==> config.mk <==
export PLATFORM = sky130hd
export DESIGN_NAME = play_stop_sequencer
export DESIGN_NICKNAME = d
export VERILOG_FILES = /design/src/rtl/pwrseq_pkg.sv /design/src/rtl/pwrseq_sync.sv /design/src/rtl/pwrseq_ctrl.sv /design/src/rtl/pwrseq_dp.sv /design/src/rtl/play_stop_sequencer.sv
export SDC_FILE = /design/constraint.sdc
export NUM_CORES = 1
export LEC_CHECK = 0
export ABC_AREA = 1
export CORE_MARGIN = 2
export CORE_UTILIZATION = 55
export CTS_CLUSTER_DIAMETER = 150
export CTS_CLUSTER_SIZE = 10
export DETAILED_ROUTE_END_ITERATION = 10
export HOLD_SLACK_MARGIN = 0.15
export PLACE_DENSITY_LB_ADDON = 0.15
export SYNTH_ARGS = -nofsm -noshare
export SYNTH_HDL_FRONTEND = slang
export SYNTH_SLANG_ARGS = --single-unit
==> constraint.sdc <==
create_clock -name clk -period 1.5 [get_ports clk]
set_input_delay 0.45 -clock clk [delete_from_list [all_inputs] [get_ports clk]]
set_output_delay 0.45 -clock clk [all_outputs]
set_load 0.02 [all_outputs]
==> src/rtl/pwrseq_pkg.sv <==
package pwrseq_pkg;

  typedef enum logic [2:0] {
    ST_OFF,
    ST_WAIT_SUPPLY,
    ST_RESET_HOLD,
    ST_WAIT_CLK,
    ST_RUN
  } seqState_e;

  // One-cycle strobes from the control FSM to the output datapath
  typedef struct packed {
    logic enConv;
    logic clrAll;
    logic supplyUp;
    logic supplyDown;
    logic releaseRst;
    logic selCore;
  } seqStrobe_t;

endpackage

==> src/rtl/pwrseq_sync.sv <==
module pwrseq_sync #(
  parameter int WIDTH  = 5,
  parameter int STAGES = 2
) (
  input  logic             clk,
  input  logic             rstN,
  input  logic [WIDTH-1:0] dIn,
  output logic [WIDTH-1:0] dOut
);

  logic [STAGES-1:0][WIDTH-1:0] pipe;

  genvar g;
  generate
    for (g = 0; g < STAGES; g++) begin : gStage
      logic [WIDTH-1:0] stageIn;
      if (g == 0) begin : gFirst
        assign stageIn = dIn;
      end else begin : gRest
        assign stageIn = pipe[g-1];
      end
      always_ff @(posedge clk or negedge rstN) begin
        if (!rstN) pipe[g] <= '0;
        else       pipe[g] <= stageIn;
      end
    end
  endgenerate

  assign dOut = pipe[STAGES-1];

endmodule

==> src/rtl/pwrseq_ctrl.sv <==
module pwrseq_ctrl
  import pwrseq_pkg::*;
(
  input  logic       clk,
  input  logic       rstN,
  input  logic       playS,
  input  logic       stopS,
  input  logic       good18S,
  input  logic       good33S,
  input  logic       clkStableS,
  input  logic       delayDone,
  output seqStrobe_t strobe
);

  seqState_e state, nextState;
  logic      playPrev;
  logic      playFall;
  logic      bothGood;

  assign playFall = playPrev & ~playS;
  assign bothGood = good18S & good33S;

  always_ff @(posedge clk or negedge rstN) begin
    if (!rstN) begin
      state    <= ST_OFF;
      playPrev <= 1'b0;
    end else begin
      state    <= nextState;
      playPrev <= playS;
    end
  end

  always_comb begin
    nextState = state;
    strobe    = '0;
    if (stopS) begin
      nextState     = ST_OFF;
      strobe.clrAll = 1'b1;
    end else begin
      unique case (state)
        ST_OFF: begin
          if (playFall) begin
            nextState     = ST_WAIT_SUPPLY;
            strobe.enConv = 1'b1;
          end
        end
        ST_WAIT_SUPPLY: begin
          if (bothGood) begin
            nextState       = ST_RESET_HOLD;
            strobe.supplyUp = 1'b1;
          end
        end
        ST_RESET_HOLD: begin
          if (!bothGood) begin
            nextState         = ST_WAIT_SUPPLY;
            strobe.supplyDown = 1'b1;
          end else if (delayDone) begin
            nextState         = ST_WAIT_CLK;
            strobe.releaseRst = 1'b1;
          end
        end
        ST_WAIT_CLK: begin
          if (!bothGood) begin
            nextState         = ST_WAIT_SUPPLY;
            strobe.supplyDown = 1'b1;
          end else if (clkStableS) begin
            nextState      = ST_RUN;
            strobe.selCore = 1'b1;
          end
        end
        ST_RUN: begin
          if (!bothGood) begin
            nextState         = ST_WAIT_SUPPLY;
            strobe.supplyDown = 1'b1;
          end
        end
        default: begin
          nextState     = ST_OFF;
          strobe.clrAll = 1'b1;
        end
      endcase
    end
  end


  stop_priority_chk: assert property (@(posedge clk) disable iff (!rstN)
    stopS |=> state == ST_OFF);


  play_ignored_chk: assert property (@(posedge clk) disable iff (!rstN)
    (state != ST_OFF && !stopS) |=> state != ST_OFF);


  supply_wait_chk: assert property (@(posedge clk) disable iff (!rstN)
    (state == ST_WAIT_SUPPLY && !stopS && !(good18S && good33S)) |=> state == ST_WAIT_SUPPLY);

endmodule

==> src/rtl/pwrseq_dp.sv <==
module pwrseq_dp
  import pwrseq_pkg::*;
#(
  parameter int unsigned RST_DELAY_CYCLES = 50_000
) (
  input  logic       clk,
  input  logic       rstN,
  input  seqStrobe_t strobe,
  output logic       delayDone,
  output logic       convEnable,
  output logic       supplyOk,
  output logic       sysRstN,
  output logic       clkSelCore,
  output logic       started
);

  localparam int unsigned CNT_W   = (RST_DELAY_CYCLES > 1) ? $clog2(RST_DELAY_CYCLES) : 1;
  localparam logic [CNT_W-1:0] CNT_LOAD = CNT_W'(RST_DELAY_CYCLES - 1);

  logic [CNT_W-1:0] delayCnt;
  logic             dropDown;

  assign dropDown  = strobe.clrAll | strobe.supplyDown;
  assign delayDone = (delayCnt == '0);

  always_ff @(posedge clk or negedge rstN) begin
    if (!rstN)                  delayCnt <= '0;
    else if (strobe.supplyUp)   delayCnt <= CNT_LOAD;
    else if (delayCnt != '0)    delayCnt <= delayCnt - 1'b1;
  end

  always_ff @(posedge clk or negedge rstN) begin
    if (!rstN) begin
      convEnable <= 1'b0;
      supplyOk   <= 1'b0;
      sysRstN    <= 1'b0;
      clkSelCore <= 1'b0;
      started    <= 1'b0;
    end else begin
      if (strobe.clrAll)       convEnable <= 1'b0;
      else if (strobe.enConv)  convEnable <= 1'b1;

      if (dropDown)              supplyOk <= 1'b0;
      else if (strobe.supplyUp)  supplyOk <= 1'b1;

      if (dropDown)                sysRstN <= 1'b0;
      else if (strobe.releaseRst)  sysRstN <= 1'b1;

      if (dropDown)             clkSelCore <= 1'b0;
      else if (strobe.selCore)  clkSelCore <= 1'b1;

      if (dropDown) started <= 1'b0;
      else          started <= clkSelCore;
    end
  end


  no_underflow_chk: assert property (@(posedge clk) disable iff (!rstN)
    delayCnt <= CNT_LOAD);


  reset_after_supply_chk: assert property (@(posedge clk) disable iff (!rstN)
    $rose(sysRstN) |-> supplyOk);


  sel_needs_reset_chk: assert property (@(posedge clk) disable iff (!rstN)
    clkSelCore |-> sysRstN);


  started_after_sel_chk: assert property (@(posedge clk) disable iff (!rstN)
    started |-> clkSelCore);


  supply_implies_conv_chk: assert property (@(posedge clk) disable iff (!rstN)
    supplyOk |-> convEnable);

endmodule

==> src/rtl/play_stop_sequencer.sv <==
module play_stop_sequencer
  import pwrseq_pkg::*;
#(
  parameter int unsigned RST_DELAY_CYCLES = 50_000,
  parameter int          SYNC_STAGES      = 2
) (
  input  logic clk,
  input  logic rstN,
  input  logic playBtn,
  input  logic stopReq,
  input  logic good18,
  input  logic good33,
  input  logic coreClkStable,
  output logic convEnable,
  output logic supplyOk,
  output logic sysRstN,
  output logic clkSelCore,
  output logic started
);

  localparam int N_IN = 5;

  logic [N_IN-1:0] rawIn, syncIn;
  seqStrobe_t      strobe;
  logic            delayDone;

  assign rawIn = {coreClkStable, good33, good18, stopReq, playBtn};

  pwrseq_sync #(.WIDTH(N_IN), .STAGES(SYNC_STAGES)) i_sync (
    .clk  (clk),
    .rstN (rstN),
    .dIn  (rawIn),
    .dOut (syncIn)
  );

  pwrseq_ctrl i_ctrl (
    .clk        (clk),
    .rstN       (rstN),
    .playS      (syncIn[0]),
    .stopS      (syncIn[1]),
    .good18S    (syncIn[2]),
    .good33S    (syncIn[3]),
    .clkStableS (syncIn[4]),
    .delayDone  (delayDone),
    .strobe     (strobe)
  );

  pwrseq_dp #(.RST_DELAY_CYCLES(RST_DELAY_CYCLES)) i_dp (
    .clk        (clk),
    .rstN       (rstN),
    .strobe     (strobe),
    .delayDone  (delayDone),
    .convEnable (convEnable),
    .supplyOk   (supplyOk),
    .sysRstN    (sysRstN),
    .clkSelCore (clkSelCore),
    .started    (started)
  );

endmodule

Yosys cells after proc, flatten, opt, wreduce, memory -nomap -nowiden
Index checks and enable logic that the tools add are counted.

cells by class
  mux-type cells = 36
  $add $sub $neg = 1
  eq/ne operators = 9
  reduce and logical (&&, ||, !) cells = 11
  bitwise gates (word level) = 4

operators by type and width
  cell                                                    count
  two-way mux 16 bit                                      2
  two-way mux 1 bit                                       24
  two-way mux 3 bit                                       8
  zero test 16 bit                                        1
  nonzero test 16 bit                                     1
  subtractor 16 x 1 -> 16 bit (second input constant)     1
  one-hot mux 3 bit (5 select lines)                      1
  nonzero test 2 bit                                      5
  inequality test 4 bit (second input constant)           2
  equality test 3 x 2 -> 1 bit (second input constant)    2
  inequality test 3 x 2 -> 1 bit (second input constant)  2
  AND reduction 5 bit                                     1
  OR reduction 5 bit                                      1
  two-way mux 4 bit                                       1
  equality test 3 x 1 -> 1 bit (second input constant)    1
  equality test 3 bit (second input constant)             1
  zero test 3 bit                                         1
  inequality test 3 bit (second input constant)           1
  OR reduction 3 bit                                      1
  bitwise AND 1 bit                                       2
  inverter 1 bit                                          1
  OR 1 bit                                                1

storage, ports and cells
  output and inout port bits = 5
  logic and storage cells = 71
  bits of input ports = 7
  register bits = 35

Logic depth before layout (Yosys ltp)
Gate-level depths: netlist of run 1.

  word-level depth = 7
  gate-level depth with buffers = 10
  mapped depth without buffers = 10

Hierarchy
A second synthesis of run 1 with hierarchy kept.

unflattened totals
  cells, all modules = 230
  area total of the unflattened synthesis = 1808.0 um^2

by module, submodules not included
  module       area an instance (um^2)  cells each  seq. area each (um^2)  times used
  pwrseq_dp    1222.4                   165         525.5                  1
  pwrseq_ctrl  335.3                    55          100.1                  1
  pwrseq_sync  250.2                    10          250.2                  1

Least setup slack after synthesis of run 1
OpenSTA, ideal clock, no wires.

  path kind = register -> register
  from = register i_dp.delayCnt[0]
  to = register i_dp.delayCnt[8]
  arrival time = 1.227 ns
  path slack = 0.160 ns
  stages on the path, launching flop included = 10
  buffers on the path = 0
  clock period less this slack = 1.340 ns
  data required time = 1.387 ns
  setup time = 0.113 ns
  cells stage by stage = dfrtp_1 > inv_2 > ha_1 > nand3_4 > nor2_2 > nand2_1 > nor2_4 > inv_2 > nand2_1 > inv_1

between the ends
  cells in the longest elaborated chain, start to end = 3
  elaborated cells between the ends (all ways) = 5
  those cells by class = add/sub: 1; mux: 2; reduce/logical: 2

RTL lines
  item                         line             source
  start, declared              pwrseq_dp.sv:20  logic [CNT_W-1:0] delayCnt;
  start signal, assigned       pwrseq_dp.sv:29  else if (delayCnt != '0) delayCnt <= delayCnt - 1'b1;
  subtractor 16 x 1 -> 16 bit  pwrseq_dp.sv:29
  two-way mux 16 bit           pwrseq_dp.sv:29
  two-way mux 16 bit           pwrseq_dp.sv:28  else if (strobe.supplyUp) delayCnt <= CNT_LOAD;

Several ways; a longest one is shown, not always the timed one. The select of a mux whose other input is x is not followed.
A chain may end at the register's enable or synchronous reset.

Worst setup path after layout of run 1
  from = register i_dp.delayCnt[4]
  to = register i_dp.delayCnt[10]

Same word-level chain as after synthesis.

==> impl_metrics.json, run 1 <==
{
  "grt_max_degree": 36,
  "r2r_start": "i_dp.delayCnt[4]$_DFFE_PN0P_",
  "wl_met1_microns": 1706,
  "comb_power_share_pct": 38.7,
  "min_to": "i_sync.dOut[4]$_DFF_PN0_",
  "antenna_cells": 0,
  "ys.warnings.count": 0,
  "worstHoldStart": "i_sync.gStage[1].stageIn[4]$_DFF_PN0_",
  "numCtsBuffers": 5,
  "fp.dieW_microns": 60.66,
  "cts.path.max_buffers": 2,
  "finalNetCount": 247,
  "fin_crit_sh_pct": 99.99,
  "routed-wl-met2_microns": 1983,
  "max-slew-margin-rel_pct": 82.29,
  "place_area_sq_um": 1969,
  "cts_sinks": 35,
  "antenna_found_initial": 0,
  "stdcell_count": 284,
  "mostFrequentLayoutCells": "nand2_1, dfrtp_1, nand3_1",
  "ys_top_cells_by_area": "dfrtp_1, nand2_1, nand3_1, nor2_1, nor2_2",
  "yosys_register_bits": 35,
  "cp-end-kind": "flop",
  "clock_skew_ns": 0.01001,
  "cts_tree": "done",
  "first_iter_violations": 112,
  "synthesis.nets": 222,
  "ys.flop_type": "dfrtp_1",
  "highest_layer": "met4",
  "synth_async_sr_flop_share_pct": 100.0,
  "tightest_slew_ns": 0.2653,
  "htree_levels": 2,
  "vias": 1515,
  "wl_per_cell_microns": 13.99,
  "reg2reg_to": "i_dp.delayCnt[10]$_DFFE_PN0P_",
  "drc_errors": 0,
  "clkLatencyLatePin_ns": 0.35,
  "cp_max_fo": 5,
  "reg2reg_slack_ns": 0.0002,
  "status": "completed",
  "syn-instance-count": 214,
  "post-route-min-period_ns": 1.500,
  "p_sw_share_pct": 41.43,
  "max-cap-violations": 0,
  "wl_met3_microns": 189,
  "reg2regPathDepth": 8,
  "synth_edf_count": 0,
  "setup_violations": 0,
  "cp.required_ns": 1.75,
  "synth_top_cell_by_area": "dfrtp_1",
  "ys_seq_area_share_pct": 49.61,
  "tns_ns": 0,
  "slew_violations": 0,
  "p_leak_nw": 0.9811,
  "clock_power_share_pct": 20.1,
  "ant_nets": 0,
  "drt-vias-per-instance": 5.335,
  "core-area_sq_um": 3053,
  "hold_violations": 0,
  "die_h_microns": 60.66,
  "cp_data_arrival_time_ns": 1.75,
  "drt_first_pass_iters": 4,
  "grt-ovfl-total": 0,
  "crit_type": "reg -> reg",
  "place_congestion": 0.8866,
  "grt_pass1_vias": 1461,
  "initial_core_util_pct": 57.83,
  "worst_setup_path_start_kind": "flop",
  "p_total_w": 0.003523,
  "power_density_nw_per_um2": 1681,
  "rsz0062_at_grt": "yes",
  "p_seq_share_pct": 41.1,
  "hp-class": "reg -> reg",
  "cts-root-buf": "clkbuf_4",
  "ios": 12,
  "syn_to_final_growth_pct": 18.71,
  "ys_types": 25,
  "rows": 20,
  "power.internal_w": 0.002064,
  "p_sw_w": 0.001460,
  "clk_pin_slew_ns": 0.12,
  "dpl.hpwl_microns": 2756,
  "min_delay_path_depth": 0,
  "peakVddDrop_uv": 900.0,
  "max_freq_mhz": 666.8,
  "synth_area_per_cell_sq_um": 8.250,
  "grt_pass1_wl_microns": 6430,
  "dieArea_sq_um": 3679,
  "synth_top_cell_area_share_pct": 49.61,
  "grt_util_all_layers_pct": 24.22,
  "numPortBuffers": 11,
  "placedCellCount": 273,
  "layout-drive-gt1-share_pct": 28.33,
  "final_common_cell": "nand2_1",
  "postLayoutCellArea_sq_um": 2096,
  "netlist_area_sq_um": 1765,
  "totalWireLength_microns": 3972
}
[final cells by class]
cell class | count | area, sq um
Clock buffer | 5 | 37.54
Timing Repair Buffer | 19 | 163.9
Inverter | 33 | 126.4
Multi-Input combinational cell | 145 | 789.5
Tap cell | 44 | 55.05
Sequential cell | 35 | 875.8
Clock inverter | 3 | 47.55
Fill cell | 270 | 957.2
[worst max-delay path by stage]
| stage | startpoint | endpoint | slack (ns) | cells past startpoint |
|---|---|---|---|---|
| 4_1_cts | i_dp.started$_DFF_PN0_ | started | 0.003 | 1 |
| 3_3_place_gp | i_dp.delayCnt[0]$_DFFE_PN0P_ | i_dp.delayCnt[10]$_DFFE_PN0P_ | 0.05 | 9 |
| 5_1_grt | i_dp.delayCnt[0]$_DFFE_PN0P_ | i_dp.delayCnt[10]$_DFFE_PN0P_ | -0.04 | 9 |
| 6_report | i_dp.delayCnt[4]$_DFFE_PN0P_ | i_dp.delayCnt[10]$_DFFE_PN0P_ | 0.0002 | 8 |
| 3_5_place_dp | i_dp.delayCnt[0]$_DFFE_PN0P_ | i_dp.delayCnt[11]$_DFFE_PN0P_ | -0.008 | 9 |
| 2_1_floorplan | i_dp.delayCnt[0]$_DFFE_PN0P_ | i_dp.delayCnt[8]$_DFFE_PN0P_ | 0.16 | 9 |
[power groups by stage]
| stage | Clock [W] | Combinational (W) | Sequential, W |
|---|---|---|---|
| 3_3_place_gp | 0 | 0.00117 | 0.00145 |
| 4_1_cts | 0.000728 | 0.00128 | 0.00144 |
| 6_report | 0.000709 | 0.00136 | 0.00145 |
| 5_1_grt | 0.000773 | 0.00154 | 0.00147 |
| 2_1_floorplan | 0 | 0.000955 | 0.00141 |
| 3_5_place_dp | 0 | 0.00123 | 0.00146 |
[repair_timing]
item	CTS	global route
pin swaps	0	5
buffers inserted	0	3
gates resized for setup	16	11
endpoints found under the setup margin	13	15
hold buffers	0	0
[cells in the mapped netlist, types with 2 or more instances]
master	n
a21oi_1	6
a21oi_2	2
clkinv_1	2
dfrtp_1	35
inv_1	20
inv_2	11
nand2_1	44
nand2_2	8
nand3_1	23
nand4_1	3
nor2_1	23
nor2_2	13
nor2_4	3
nor3_1	2
o211ai_1	3
o21ai_0	5
o21ai_1	3
[metal layers]
metal  global-route usage [%]  vias to the layer above
li1                         -                      728
met1                    32.55                      732
met2                    37.94                       46
met3                    6.183                        9
met4                    9.317                        0
met5                        0                        -
[logic make-up (layout without fill, tap and decap cells)]
kind of cell	count (synthesis)	in the layout	synth area share [%]
flops	35	35	49.61
buf+inv	34	60	7.654
xor+xnor	1	1	0.4962
compound gates	21	21	7.158
fa+ha+maj	1	1	0.7086
simple gates	122	122	34.37
[state kept, by name (all words and copies together) (netlist names), 3 cells and up]
register	cells
i_dp.delayCnt	16
i_sync.dOut	5
i_sync.gStage.stageIn	5
i_ctrl.state	3
[metrics by stage]
step	utilization (%)	setup slack, ns	hold slack [ns]
floorplan	-	0.1602	0.1544
global placement	64.51	0.04874	0.3328
detailed placement	64.51	-0.008245	0.3379
CTS	67.99	0.002700	0.3668
global route	68.65	-0.03508	0.3699
finish	68.65	0.0002185	0.3633
[worst max-delay path, stage by stage (launching register included)]
cell     delay, ns
dfrtp_1       0.45
nor2_2        0.25
nand2_2       0.14
nor2_4        0.17
nand2_1       0.11
nand2_1       0.10
nand2_1       0.07
nand2_1       0.07
nor2_1        0.04
Power figures use the tool's default switching activity.
==> run 2, diff against run 1 <==
HOLD_SLACK_MARGIN = 0.1   (was 0.15)
==> results of run 2 <==
No change in the layout: final DEF, timing and power equal those of run 1.
